==> src/rtl/ssm_pkg.sv <==
// Shared types of the spread-spectrum modulation generator.
package ssm_pkg;
    // Sequencer state: idle at zero, sweeping the triangle, returning to zero.
    typedef enum logic [1:0] {
        SSM_IDLE = 2'd0,
        SSM_RUN  = 2'd1,
        SSM_RET  = 2'd2
    } ssm_state_e;
endpackage

==> src/rtl/ssm_tick.sv <==
// Step timer: raises tick once every `period` reference cycles while run is high.
// Assumes period may change at any time; a value of 0 behaves as 1.
module ssm_tick #(
    parameter int PER_W = 12
) (
    input  logic             clk,
    input  logic             rst_n,
    input  logic             run,
    input  logic [PER_W-1:0] period,
    output logic             tick
);
    logic [PER_W-1:0] cnt_q;
    logic [PER_W-1:0] last;

    // Last count value of a step interval.
    always_comb last = (period == '0) ? '0 : period - PER_W'(1);

    assign tick = run && (cnt_q >= last);

    // Count reference cycles within the current step; clear on a step or when stopped.
    always_ff @(posedge clk) begin
        if (!rst_n)          cnt_q <= '0;
        else if (!run || tick) cnt_q <= '0;
        else                 cnt_q <= cnt_q + PER_W'(1);
    end
endmodule

==> src/rtl/ssm_ramp.sv <==
// Triangle accumulator and sequencer. Sweeps the signed offset between hi and lo
// bounds set by peak and profile, and walks back to zero once disabled.
// Assumes peak/inc/down are stable outside idle and inc is nonzero.
module ssm_ramp
    import ssm_pkg::*;
#(
    parameter int OFS_W = 16,
    localparam int PK_W = OFS_W - 2
) (
    input  logic                    clk,
    input  logic                    rst_n,
    input  logic                    en,
    input  logic                    tick,
    input  logic                    down,
    input  logic [PK_W-1:0]         peak,
    input  logic [PK_W-1:0]         inc,
    output logic signed [OFS_W-1:0] offset,
    output logic signed [OFS_W-1:0] offset_nxt,
    output logic                    idle
);
    localparam int SW = OFS_W + 1;

    ssm_state_e             st_q, st_d;
    logic                   dir_q, dir_d;      // 1 = rising
    logic signed [OFS_W-1:0] acc_q;
    logic signed [SW-1:0]   acc_w, inc_w, pk_w, hi, lo, up, dn, nxt;

    // Widen operands and derive the sweep bounds for the selected profile.
    always_comb begin
        acc_w = {acc_q[OFS_W-1], acc_q};
        inc_w = $signed({3'b000, inc});
        pk_w  = $signed({3'b000, peak});
        hi    = down ? '0 : pk_w;
        lo    = down ? -(pk_w <<< 1) : -pk_w;
        up    = acc_w + inc_w;
        dn    = acc_w - inc_w;
    end

    // Next offset, direction and state.
    always_comb begin
        nxt   = acc_w;
        dir_d = dir_q;
        st_d  = st_q;
        unique case (st_q)
            SSM_IDLE: begin
                nxt   = '0;
                dir_d = !down;
                if (en) st_d = SSM_RUN;
            end
            SSM_RUN, SSM_RET: begin
                if (st_q == SSM_RUN && en) begin
                    if (tick) begin
                        if (dir_q) begin
                            if (up >= hi) begin nxt = hi; dir_d = 1'b0; end
                            else          nxt = up;
                        end else begin
                            if (dn <= lo) begin nxt = lo; dir_d = 1'b1; end
                            else          nxt = dn;
                        end
                    end
                end else if (tick) begin
                    if (acc_w > 0)      nxt = (acc_w > inc_w)  ? dn : '0;
                    else if (acc_w < 0) nxt = (-acc_w > inc_w) ? up : '0;
                end
                if (st_q == SSM_RUN && !en)                 st_d = SSM_RET;
                else if (st_q == SSM_RET && acc_q == '0)    st_d = SSM_IDLE;
            end
            default: st_d = SSM_IDLE;
        endcase
    end

    // Register sequencer state, direction and offset.
    always_ff @(posedge clk) begin
        if (!rst_n) begin
            st_q  <= SSM_IDLE;
            dir_q <= 1'b1;
            acc_q <= '0;
        end else begin
            st_q  <= st_d;
            dir_q <= dir_d;
            acc_q <= nxt[OFS_W-1:0];
        end
    end

    assign offset     = acc_q;
    assign offset_nxt = nxt[OFS_W-1:0];
    assign idle       = (st_q == SSM_IDLE);
endmodule

==> src/rtl/ssm_gen.sv <==
// Spread-spectrum modulation generator top. Latches profile/peak/increment while
// idle, runs the step timer and triangle accumulator, and registers the final
// factor once per step. Assumes MF_W > OFS_W and synchronous active-low reset.
module ssm_gen #(
    parameter int OFS_W = 16,
    parameter int MF_W  = 24,
    parameter int PER_W = 12,
    localparam int PK_W = OFS_W - 2
) (
    input  logic                    clk,
    input  logic                    rst_n,
    input  logic                    mod_en,
    input  logic                    cfg_down,
    input  logic [PK_W-1:0]         cfg_peak,
    input  logic [PK_W-1:0]         cfg_inc,
    input  logic [PER_W-1:0]        cfg_period,
    input  logic [MF_W-1:0]         nom_mf,
    output logic signed [OFS_W-1:0] offset,
    output logic [MF_W-1:0]         mf_out
);
    logic                    idle, tick;
    logic                    down_q, down_use;
    logic [PK_W-1:0]         peak_q, peak_use, inc_q, inc_use, inc_live;
    logic signed [OFS_W-1:0] off_nxt;
    logic [MF_W-1:0]         off_ext, mf_q;

    // Live configuration is used while idle, the latched copy otherwise.
    always_comb begin
        inc_live = (cfg_inc == '0) ? PK_W'(1) : cfg_inc;
        down_use = idle ? cfg_down : down_q;
        peak_use = idle ? cfg_peak : peak_q;
        inc_use  = idle ? inc_live : inc_q;
    end

    // Capture configuration only while idle at zero offset.
    always_ff @(posedge clk) begin
        if (!rst_n) begin
            down_q <= 1'b0;
            peak_q <= '0;
            inc_q  <= PK_W'(1);
        end else if (idle) begin
            down_q <= cfg_down;
            peak_q <= cfg_peak;
            inc_q  <= inc_live;
        end
    end

    ssm_tick #(.PER_W(PER_W)) u_tick (
        .clk    (clk),
        .rst_n  (rst_n),
        .run    (!idle),
        .period (cfg_period),
        .tick   (tick)
    );

    ssm_ramp #(.OFS_W(OFS_W)) u_ramp (
        .clk        (clk),
        .rst_n      (rst_n),
        .en         (mod_en),
        .tick       (tick),
        .down       (down_use),
        .peak       (peak_use),
        .inc        (inc_use),
        .offset     (offset),
        .offset_nxt (off_nxt),
        .idle       (idle)
    );

    assign off_ext = {{(MF_W-OFS_W){off_nxt[OFS_W-1]}}, off_nxt};

    // Register the output factor on each step, and track nominal while idle.
    always_ff @(posedge clk) begin
        if (!rst_n)            mf_q <= '0;
        else if (idle || tick) mf_q <= nom_mf + off_ext;
    end

    assign mf_out = mf_q;
endmodule

==> config.mk <==
export PLATFORM = sky130hd
export DESIGN_NAME = ssm_gen
export DESIGN_NICKNAME = d
export VERILOG_FILES = /design/src/rtl/ssm_pkg.sv /design/src/rtl/ssm_tick.sv /design/src/rtl/ssm_ramp.sv /design/src/rtl/ssm_gen.sv
export SDC_FILE = /design/constraint.sdc
export NUM_CORES = 1
export LEC_CHECK = 0
export ABC_AREA = 1
export BUFFER_PORTS_ARGS = -buffer_cell sky130_fd_sc_hd__buf_2
export CORE_MARGIN = 8
export CORE_UTILIZATION = 40
export CTS_CLUSTER_SIZE = 12
export DETAILED_ROUTE_END_ITERATION = 10
export SLEW_MARGIN = 40
export SYNTH_ARGS = -nofsm -noshare
export SYNTH_HDL_FRONTEND = slang
export SYNTH_HIERARCHICAL = 1
export SYNTH_SLANG_ARGS = --single-unit
==> constraint.sdc <==
create_clock -name clk -period 10.7 [get_ports clk]
set_input_delay 1.605 -clock clk [delete_from_list [all_inputs] [get_ports clk]]
set_output_delay 1.605 -clock clk [all_outputs]
set_load 0.01 [all_outputs]
# After elaboration in Yosys (flattened, before gate mapping)
# Cells that the tools add are included.
# word_totals
register_bits,84
input_bits,68
output_inout_bits,40
# classes
addsub,8
n_lt_le_gt_ge,7
eq_ne,6
muxes,28
bitwise,1
n_reduce_logical,17
# op_table
cell,count
$mux 16,10
$mux 14,4
$pmux 16 s2,1
$add 24x24->24,1
$add 16x15->17,1
$ge 17x15->1,1
$gt 17x15->1,1
$le 17x17->1,1
$mux 17,1
$neg 14->17,1
$neg 15->17,1
$neg 16->17,1
$sub 16x15->17,1
$gt 16x1->1 const B,1
$gt 16x15->1,1
$logic_not 16->1,1
$lt 16x1->1 const B,1
$logic_not 14->1,1
$add 12x1->12 const B,1
$ge 12x12->1,1
$logic_not 12->1,1
$mux 12,1
$sub 12x1->12 const B,1
$mux 1,6
17 further kinds,26

# Longest topological paths before layout
# Gate-level depths: netlist (run 1).
# logic_depth
word_depth,11
depth_mapped,51

# Hierarchy
# Netlist (run 1), hierarchy kept.
# by_module_without_submodules
module,n_inst,cells_per_inst,area_each_um2,seq_area_each_um2
ssm_ramp,1,1000,5674.2,380.4
ssm_gen,1,647,3758.6,1061.0
ssm_tick,1,174,1158.6,240.2

# Worst setup path before layout (run 1)
# Ideal clock, no wire load.
# synth_path
kind,input -> register
from,input cfg_inc[6]
to,register mf_q[20] (netlist: mf_out[20])
setup_ns,0.109
arrival_time_ns,6.151
path_slack_ns,4.440
stages,43
path_cell_list,nor4_1 -> nand4_1 -> nand2_1 -> o21ai_0 -> inv_1 -> ha_1 -> inv_1 -> fa_1 -> inv_1 -> nand3_1 -> nand3_1 -> a21o_1 -> nand3_1 -> nand2_1 -> xor2_1 -> ha_1 -> nand2_1 -> inv_1 -> (+7 left out) -> nand2_2 -> nand2_1 -> nand2_1 -> nand2_1 -> o21ai_1 -> nand2_1 -> nand2_1 -> ha_1 -> fa_1 -> nand2_1 -> nand2_1 -> and2_1 -> nand3_1 -> nand3_1 -> nand2_1 -> nand3_1 -> nand2_1 -> inv_1
# synth_between
elab_chain_cells,11
elab_cells_between_ends,21
# synth_rtl
element,line_no,text
from (decl),ssm_gen.sv:15,"input logic [PK_W-1:0] cfg_inc,"
$logic_not 14->1 (*),ssm_gen.sv:29,inc_live = (cfg_inc == '0) ? PK_W'(1) : cfg_inc;
$mux 14 (*),ssm_gen.sv:29,
$mux 14 (*),--,
named net inc_use[0],ssm_gen.sv:23,"logic [PK_W-1:0] peak_q, peak_use, inc_q, inc_use, inc_live;"
"$sub 16x15->17, or another cell as far along",ssm_ramp.sv:36,dn = acc_w - inc_w;
"$le 17x17->1, or another cell as far along",ssm_ramp.sv:57,if (dn <= lo) begin nxt = lo; dir_d = 1'b1; end
"$mux 16, on equally long branches","ssm_ramp.sv:57, ssm_ramp.sv:63, ssm_ramp.sv:54",
"$mux 16, on equally long branches","ssm_ramp.sv:53, ssm_ramp.sv:62",
"$mux 16, on equally long branches","ssm_ramp.sv:52, ssm_ramp.sv:61",
$mux 16 (*),ssm_ramp.sv:51,if (st_q == SSM_RUN && en) begin
$pmux 16 s2 (*),ssm_ramp.sv:44,unique case (st_q)
named net off_nxt[0],ssm_gen.sv:24,logic signed [OFS_W-1:0] off_nxt;
$add 24x24->24 (*),ssm_gen.sv:74,else if (idle || tick) mf_q <= nom_mf + off_ext;
to (signal assigned),ssm_gen.sv:74,
to (decl),ssm_gen.sv:25,"logic [MF_W-1:0] off_ext, mf_q;"
# Mark *: on every way through the listed nets, which the timed path passes. The rest lies on a longest branch.
# A chain may end at the register's enable or synchronous reset.

# Final worst setup path (run 1)
# layout_path
from,input cfg_inc[10]
to,register mf_q[16] (netlist: mf_out[16])
# Same word-level chain as after synthesis.

==> results by group, run 1 <==
CTS
  • Number of hold buffers added after CTS: 0
  • Maximum clock insertion buffer count: 2
  • Cts bufs inserted: 9
  • Skew-Pair Late Insertion Delay: 0.36 ns
  • CTS H-tree lvls: 3
  • CTS resizes: 0
  • Total clock sinks: 84
  • Clock transition at path regs: 0.07 ns
  • Setup Buffers After CTS: 0
  • CTS Root Cell: clkbuf_16
  • CTS tree: yes

STA
  • Final hold viol count: 0
  • Max Freq: 0.131 GHz
  • Fin crit period: 7.62 ns
  • Max Slew Vio Count: 0
  • # setup viols final: 0
  • Slew @ Worst Pin: 0.761 ns
  • Max-Slew Margin vs Limit: 0.492
  • Fin crit share: 0.713
  • Final TNS setup: 0 ns
  • Clock Skew: 0.0146 ns
  • RSZ-0062 raised after global routing: false

Synthesis
  • Syn Area/Cell: 5.82 µm²
  • Area contributors post-synth: nand2_1, dfxtp_1, ha_1
  • Sequential area share after synthesis: 0.159
  • Xor/xnor cell area share of the yosys netlist: 0.0521
  • Synth warn: 6
  • Synth area leader: nand2_1
  • Synthesized area: 0.0106 mm²
  • Adder-Cell Fraction of Synth Area: 0.144
  • Yosys top cell area share: 0.215
  • Synthesized flop and latch total: 84
  • Syn nets: 2009
  • Post-synthesis simple-gate area fraction: 0.418
  • Cells after Synth: 1821
  • Complex-gate fraction of the synthesized area: 0.108
  • Synth unique cells: 52
  • Main combinational cell family by area after synthesis: simple AND/OR/NAND/NOR gates
  • Mux cell area share after synthesis: 0

Floorplan
  • Die H: 179 µm
  • I/O pins: 108
  • Std-Cell Rows: 59
  • Core area: 0.0261 mm²
  • Initial Util: 0.406
  • Die area: 0.0319 mm²
  • Die Span X: 179 µm

Global route
  • Gr ovfl total: 0
  • First-pass GRT wire length: 54.8 mm
  • Initial antenna violation count: 0
  • GRT Total Usage: 0.216
  • Vias in the first global route: 10534
  • Largest net degree at the start of global routing: 43

Setup path
  • R2R Path End: mf_out[16]$_SDFFE_PN0P_
  • Critical path type: in -> reg
  • Critical Path AT: 7.89 ns
  • Worst path slowest cell: nand2_1
  • Critical Path RT: 10.97 ns
  • Crit-path max FO: 20
  • CP Capture Type: flop
  • Worst reg2reg setup slack: 3.18 ns
  • FF-to-FF path depth: 40
  • Reg2reg start: u_ramp/st_q[0]$_SDFFE_PN0P_
  • CP startpoint: cfg_inc[10]
  • Max incr delay on CP: 0.49 ns
  • CP most frequent cell: nand2_1
  • CP Launch Type: input pin

Layout
  • Share of layout cells above drive strength 1: 0.107
  • Layout area overhead: 10.0%
  • Final Util: 0.447
  • Ant diodes: 0
  • Flip-flop and latch area: 0.00168 mm²
  • Final net count: 2084
  • Area of the multi-input gates: 0.00764 mm²
  • # fillers: 2846
  • Post-route cell area: 0.0117 mm²

Min path
  • Worst hold endpoint: u_tick/cnt_q[0]$_SDFF_PP0_
  • Hold wc startpoint: u_tick/cnt_q[0]$_SDFF_PP0_
  • Hold Path Depth: 1
  • Hold crit path type: reg -> reg

Place
  • Hpwl dp: 28.8 mm
  • Placed cell areas: 0.0113 mm²
  • GP Congestion: 0.987
  • Port bufs: 107

Status
  • Status: complete, no violations

Detailed routing
  • Antenna Nets Post-Route: 0
  • Via count: 11410
  • First DRT Iteration DRCs: 878
  • Pre-Repair DR Iteration Count: 6
  • Final wirelength: 34.8 mm
  • Via/cell ratio: 5.10
  • DRC viols: 0
  • Wirelength per Cell: 15.6 µm

Power
  • P per Cell Area: 209 mW/mm²
  • Max VDD drop: 0.000104 V
  • Leakage: 6.61 nW

Job
  • Max Cap Violations: 0
==> worst max path at each step <==
stage / endpoint
floorplan: mf_out[20]$_SDFFE_PN0P_
global placement: mf_out[16]$_SDFFE_PN0P_
CTS: mf_out[16]$_SDFFE_PN0P_
global route: mf_out[16]$_SDFFE_PN0P_
finish: mf_out[16]$_SDFFE_PN0P_
detailed placement: mf_out[16]$_SDFFE_PN0P_
==> layer usage <==
layer  routed length, µm  share of wire  track usage  vias to the layer above
met5                   0              0            0                        -
met4                 828          0.024       0.0634                        0
met3                2370          0.068       0.0409                       46
met2               15100           0.44        0.342                      379
met1               16500           0.47        0.293                     5062
li1                    -              -            -                     5923
==> flip-flops by register name, indices dropped and copies added (netlist names) <==
register	cells
inc_q	14
u_ramp/st_q	2
u_ramp/offset	16
u_ramp/dir_q	1
mf_out	24
down_q	1
peak_q	14
u_tick/cnt_q	12
==> cell type report <==
class / count / area share
inverters: 266 / 0.0858
clock inverters: 5 / 0.00730
well taps: 335 / 0.0360
clock buffers: 11 / 0.0208
repair buffers: 114 / 0.0505
multi-input cells: 1421 / 0.655
flip-flops and latches: 84 / 0.144
==> synth_stat cells (all sizes together) <==
master / count
nand3b: 5
nand2: 623
and3: 1
nor4: 5
clkbuf: 19
inv: 261
o211ai: 5
dfxtp: 84
o21bai: 9
nor3: 17
a21boi: 1
a21o: 8
ha: 117
o22ai: 2
a211oi: 4
or3: 1
nor2: 190
xor2: 54
buf: 31
a21oi: 116
nand3: 133
o21ai: 56
xnor2: 9
a31o: 1
fa: 3
nand4: 46
nor3b: 1
o31ai: 2
or2: 6
o21a: 2
clkinv: 5
and2: 4
==> stage by stage <==
step	std cells	hold WS (ns)	power, W	setup slack (ns)
6_report	2236	0.464	0.00243	3.08
5_1_grt	2236	0.486	0.00267	2.55
4_1_cts	2236	0.468	0.00243	3.13
3_5_place_dp	2220	0.452	0.00206	2.76
3_3_place_gp	2220	0.446	0.00205	2.71
2_1_floorplan	1821	0.430	0.00166	4.44
==> cells by family (layout without fill, tap and decap cells) <==
logic type                 after synthesis  count (layout)
and+or+nand+nor                       1032            1032
buffers and inverters                  316             396
xor gates and xnor gates                63              63
adders and majority gates              120             120
DFF                                     84              84
AOI/OAI and AO/OA                      206             206
==> power by group <==
group          leakage (nW)  switching [W]  internal (W)  total, W
registers             0.691      0.0000439      0.000390  0.000434
clock network         0.156       0.000146      0.000212  0.000358
logic                  5.76        0.00113      0.000506   0.00164
total                  6.61        0.00132       0.00111   0.00243
==> critical path: cells and delay by family <==
kind / cells / cell delay, ns
AO/OA/AOI/OAI: 7 / 1.02
XOR/XNOR: 1 / 0.31
adder cells (fa/ha/maj): 5 / 1.67
buffers and inverters: 6 / 0.63
AND/OR/NAND/NOR: 20 / 2.64
==> cell usage in the layout (no fill, tap or decap), drive strengths merged, types with 17 or more instances in the layout <==
| cell type | Yosys | layout |
|---|---|---|
| nand2 | 623 | 623 |
| inv | 261 | 261 |
| nor2 | 190 | 190 |
| nand3 | 133 | 133 |
| ha | 117 | 117 |
| a21oi | 116 | 116 |
| buf | 31 | 114 |
| dfxtp | 84 | 84 |
| o21ai | 56 | 56 |
| xor2 | 54 | 54 |
| nand4 | 46 | 46 |
| nor3 | 17 | 17 |
Power figures use the tool's default switching activity.
==> run 2: changes to the inputs <==
clock period = 6.67 ns   (was 10.7 ns; I/O delays follow)
==> results by group, run 2 (synthesis results as in run 1) <==
Status
  • Status: complete, no violations

STA
  • Final hold viol count: 0
  • Slew @ Worst Pin: 0.842 ns
  • Max Slew Vio Count: 0
  • Min Hold Slack: 0.467 ns
  • Fin crit period: 6.20 ns
  • Max-Slew Margin vs Limit: 0.438
  • Fin crit share: 0.930
  • Max Freq: 0.161 GHz
  • Clock Skew: 0.00997 ns
  • # setup viols final: 0

Setup path
  • Worst path slowest cell: fa_1
  • Max incr delay on CP: 0.39 ns
  • CP most frequent cell: nand2_1
  • CP Capture Type: flop
  • CP Launch Type: input pin
  • Crit-path max FO: 7
  • Critical path type: in -> reg
  • Critical Path AT: 6.47 ns
  • Critical Path RT: 6.93 ns

Layout
  • Layout area overhead: 16.8%
  • Final net count: 2164
  • Most frequent cells in the layout: nand2_1, inv_1, nor2_1
  • # fillers: 2802
  • Most common cell after layout, fill and taps aside: nand2_1
  • Final Util: 0.475
  • Share of layout cells above drive strength 1: 0.159
  • Largest register FFs: 24
  • Ant diodes: 0
  • Post-Layout Cell Count: 2316

CTS
  • Skew-Pair Late Insertion Delay: 0.36 ns
  • CTS H-tree lvls: 3
  • Total clock sinks: 84
  • Maximum clock insertion buffer count: 2
  • CTS Root Cell: clkbuf_16
  • Clock transition at path regs: 0.07 ns
  • CTS tree: yes
  • Cts bufs inserted: 9

Floorplan
  • Die H: 179 µm
  • Std-Cell Rows: 59
  • Die Span X: 179 µm
  • Initial Util: 0.406
  • Die area: 0.0319 mm²
  • Core area: 0.0261 mm²
  • I/O pins: 108

Global route
  • Vias in the first global route: 11051
  • Largest net degree at the start of global routing: 43
  • GRT Total Usage: 0.224
  • Initial antenna violation count: 0
  • Gr ovfl total: 0
  • First-pass GRT wire length: 57.2 mm

Job
  • Max Cap Violations: 0

Detailed routing
  • Antenna Nets Post-Route: 0
  • Final wirelength: 35.9 mm
  • Wirelength per Cell: 15.5 µm
  • DRC viols: 0
  • Via count: 11761
  • First DRT Iteration DRCs: 848
  • Pre-Repair DR Iteration Count: 5
  • Via/cell ratio: 5.08

Power
  • P per Cell Area: 335 mW/mm²
  • Max VDD drop: 0.000186 V
  • Leakage: 6.98 nW

Place
  • GP Congestion: 0.958
  • Hpwl dp: 30.0 mm
  • Cells after DPL: 2299
  • Port bufs: 107

Min path
  • Hold crit path type: reg -> reg
## run 2: worst paths after layout
check,slack [ns],cells after the start,endpoint,start
max,0.47,44,mf_out[18]$_SDFFE_PN0P_,cfg_inc[6]
min reg2reg,0.47,1,u_tick/cnt_q[0]$_SDFF_PP0_,u_tick/cnt_q[0]$_SDFF_PP0_
max reg2reg,0.49,45,mf_out[18]$_SDFFE_PN0P_,u_ramp/st_q[0]$_SDFFE_PN0P_
min,0.47,1,u_tick/cnt_q[0]$_SDFF_PP0_,u_tick/cnt_q[0]$_SDFF_PP0_
## run 2: per-layer routing
metal | up-vias | global-route usage | routed length [µm]
li1 | 6081 | - | -
met1 | 5303 | 0.307 | 17200
met2 | 324 | 0.357 | 15700
met3 | 53 | 0.0348 | 2100
met4 | 0 | 0.0654 | 873
met5 | - | 0 | 0
## run 2: power by group
part           switching [W]  internal, W  leakage, nW  total (W)
clock network       0.000239     0.000273        0.134   0.000513
registers          0.0000736     0.000626        0.691   0.000699
logic                0.00188      0.00105         6.16    0.00293
total                0.00220      0.00195         6.98    0.00414
## run 2: layout make-up
type	instances	area (µm²)	area share
clock buffer	11	253	0.0204
inverter	266	1000	0.0811
timing repair buffer	194	1220	0.0984
tap	335	419	0.0339
clock inverter	5	36.3	0.00293
sequential	84	1680	0.136
multi-input combinational	1421	7760	0.627
## run 2: through the flow
stage          total power (W)  setup TNS (ns)  setup WS, ns  instance area, µm²
2_1_floorplan          0.00266               0          1.01               10600
3_3_place_gp           0.00350               0        0.0443               11900
3_5_place_dp           0.00353        -0.00577      -0.00577               11900
4_1_cts                0.00406               0         0.120               12200
5_1_grt                0.00457          -0.207       -0.0509               12400
6_report               0.00414               0         0.466               12400
## run 2: repair_timing
| action | CTS | global route |
|---|---|---|
| gates resized for setup | 0 | 40 |
| endpoints found under the setup margin | 0 | 23 |
| hold buffers | 0 | 0 |
| buffers inserted | 0 | 1 |
## run 2: worst max-delay path, delay by kind of cell
family                     cells  cell delay, ns
and+or+nand+nor               30            3.12
buffers and inverters          7            0.62
xor gates and xnor gates       1            0.22
adders and majority gates      4            1.20
AOI/OAI and AO/OA              2            0.28
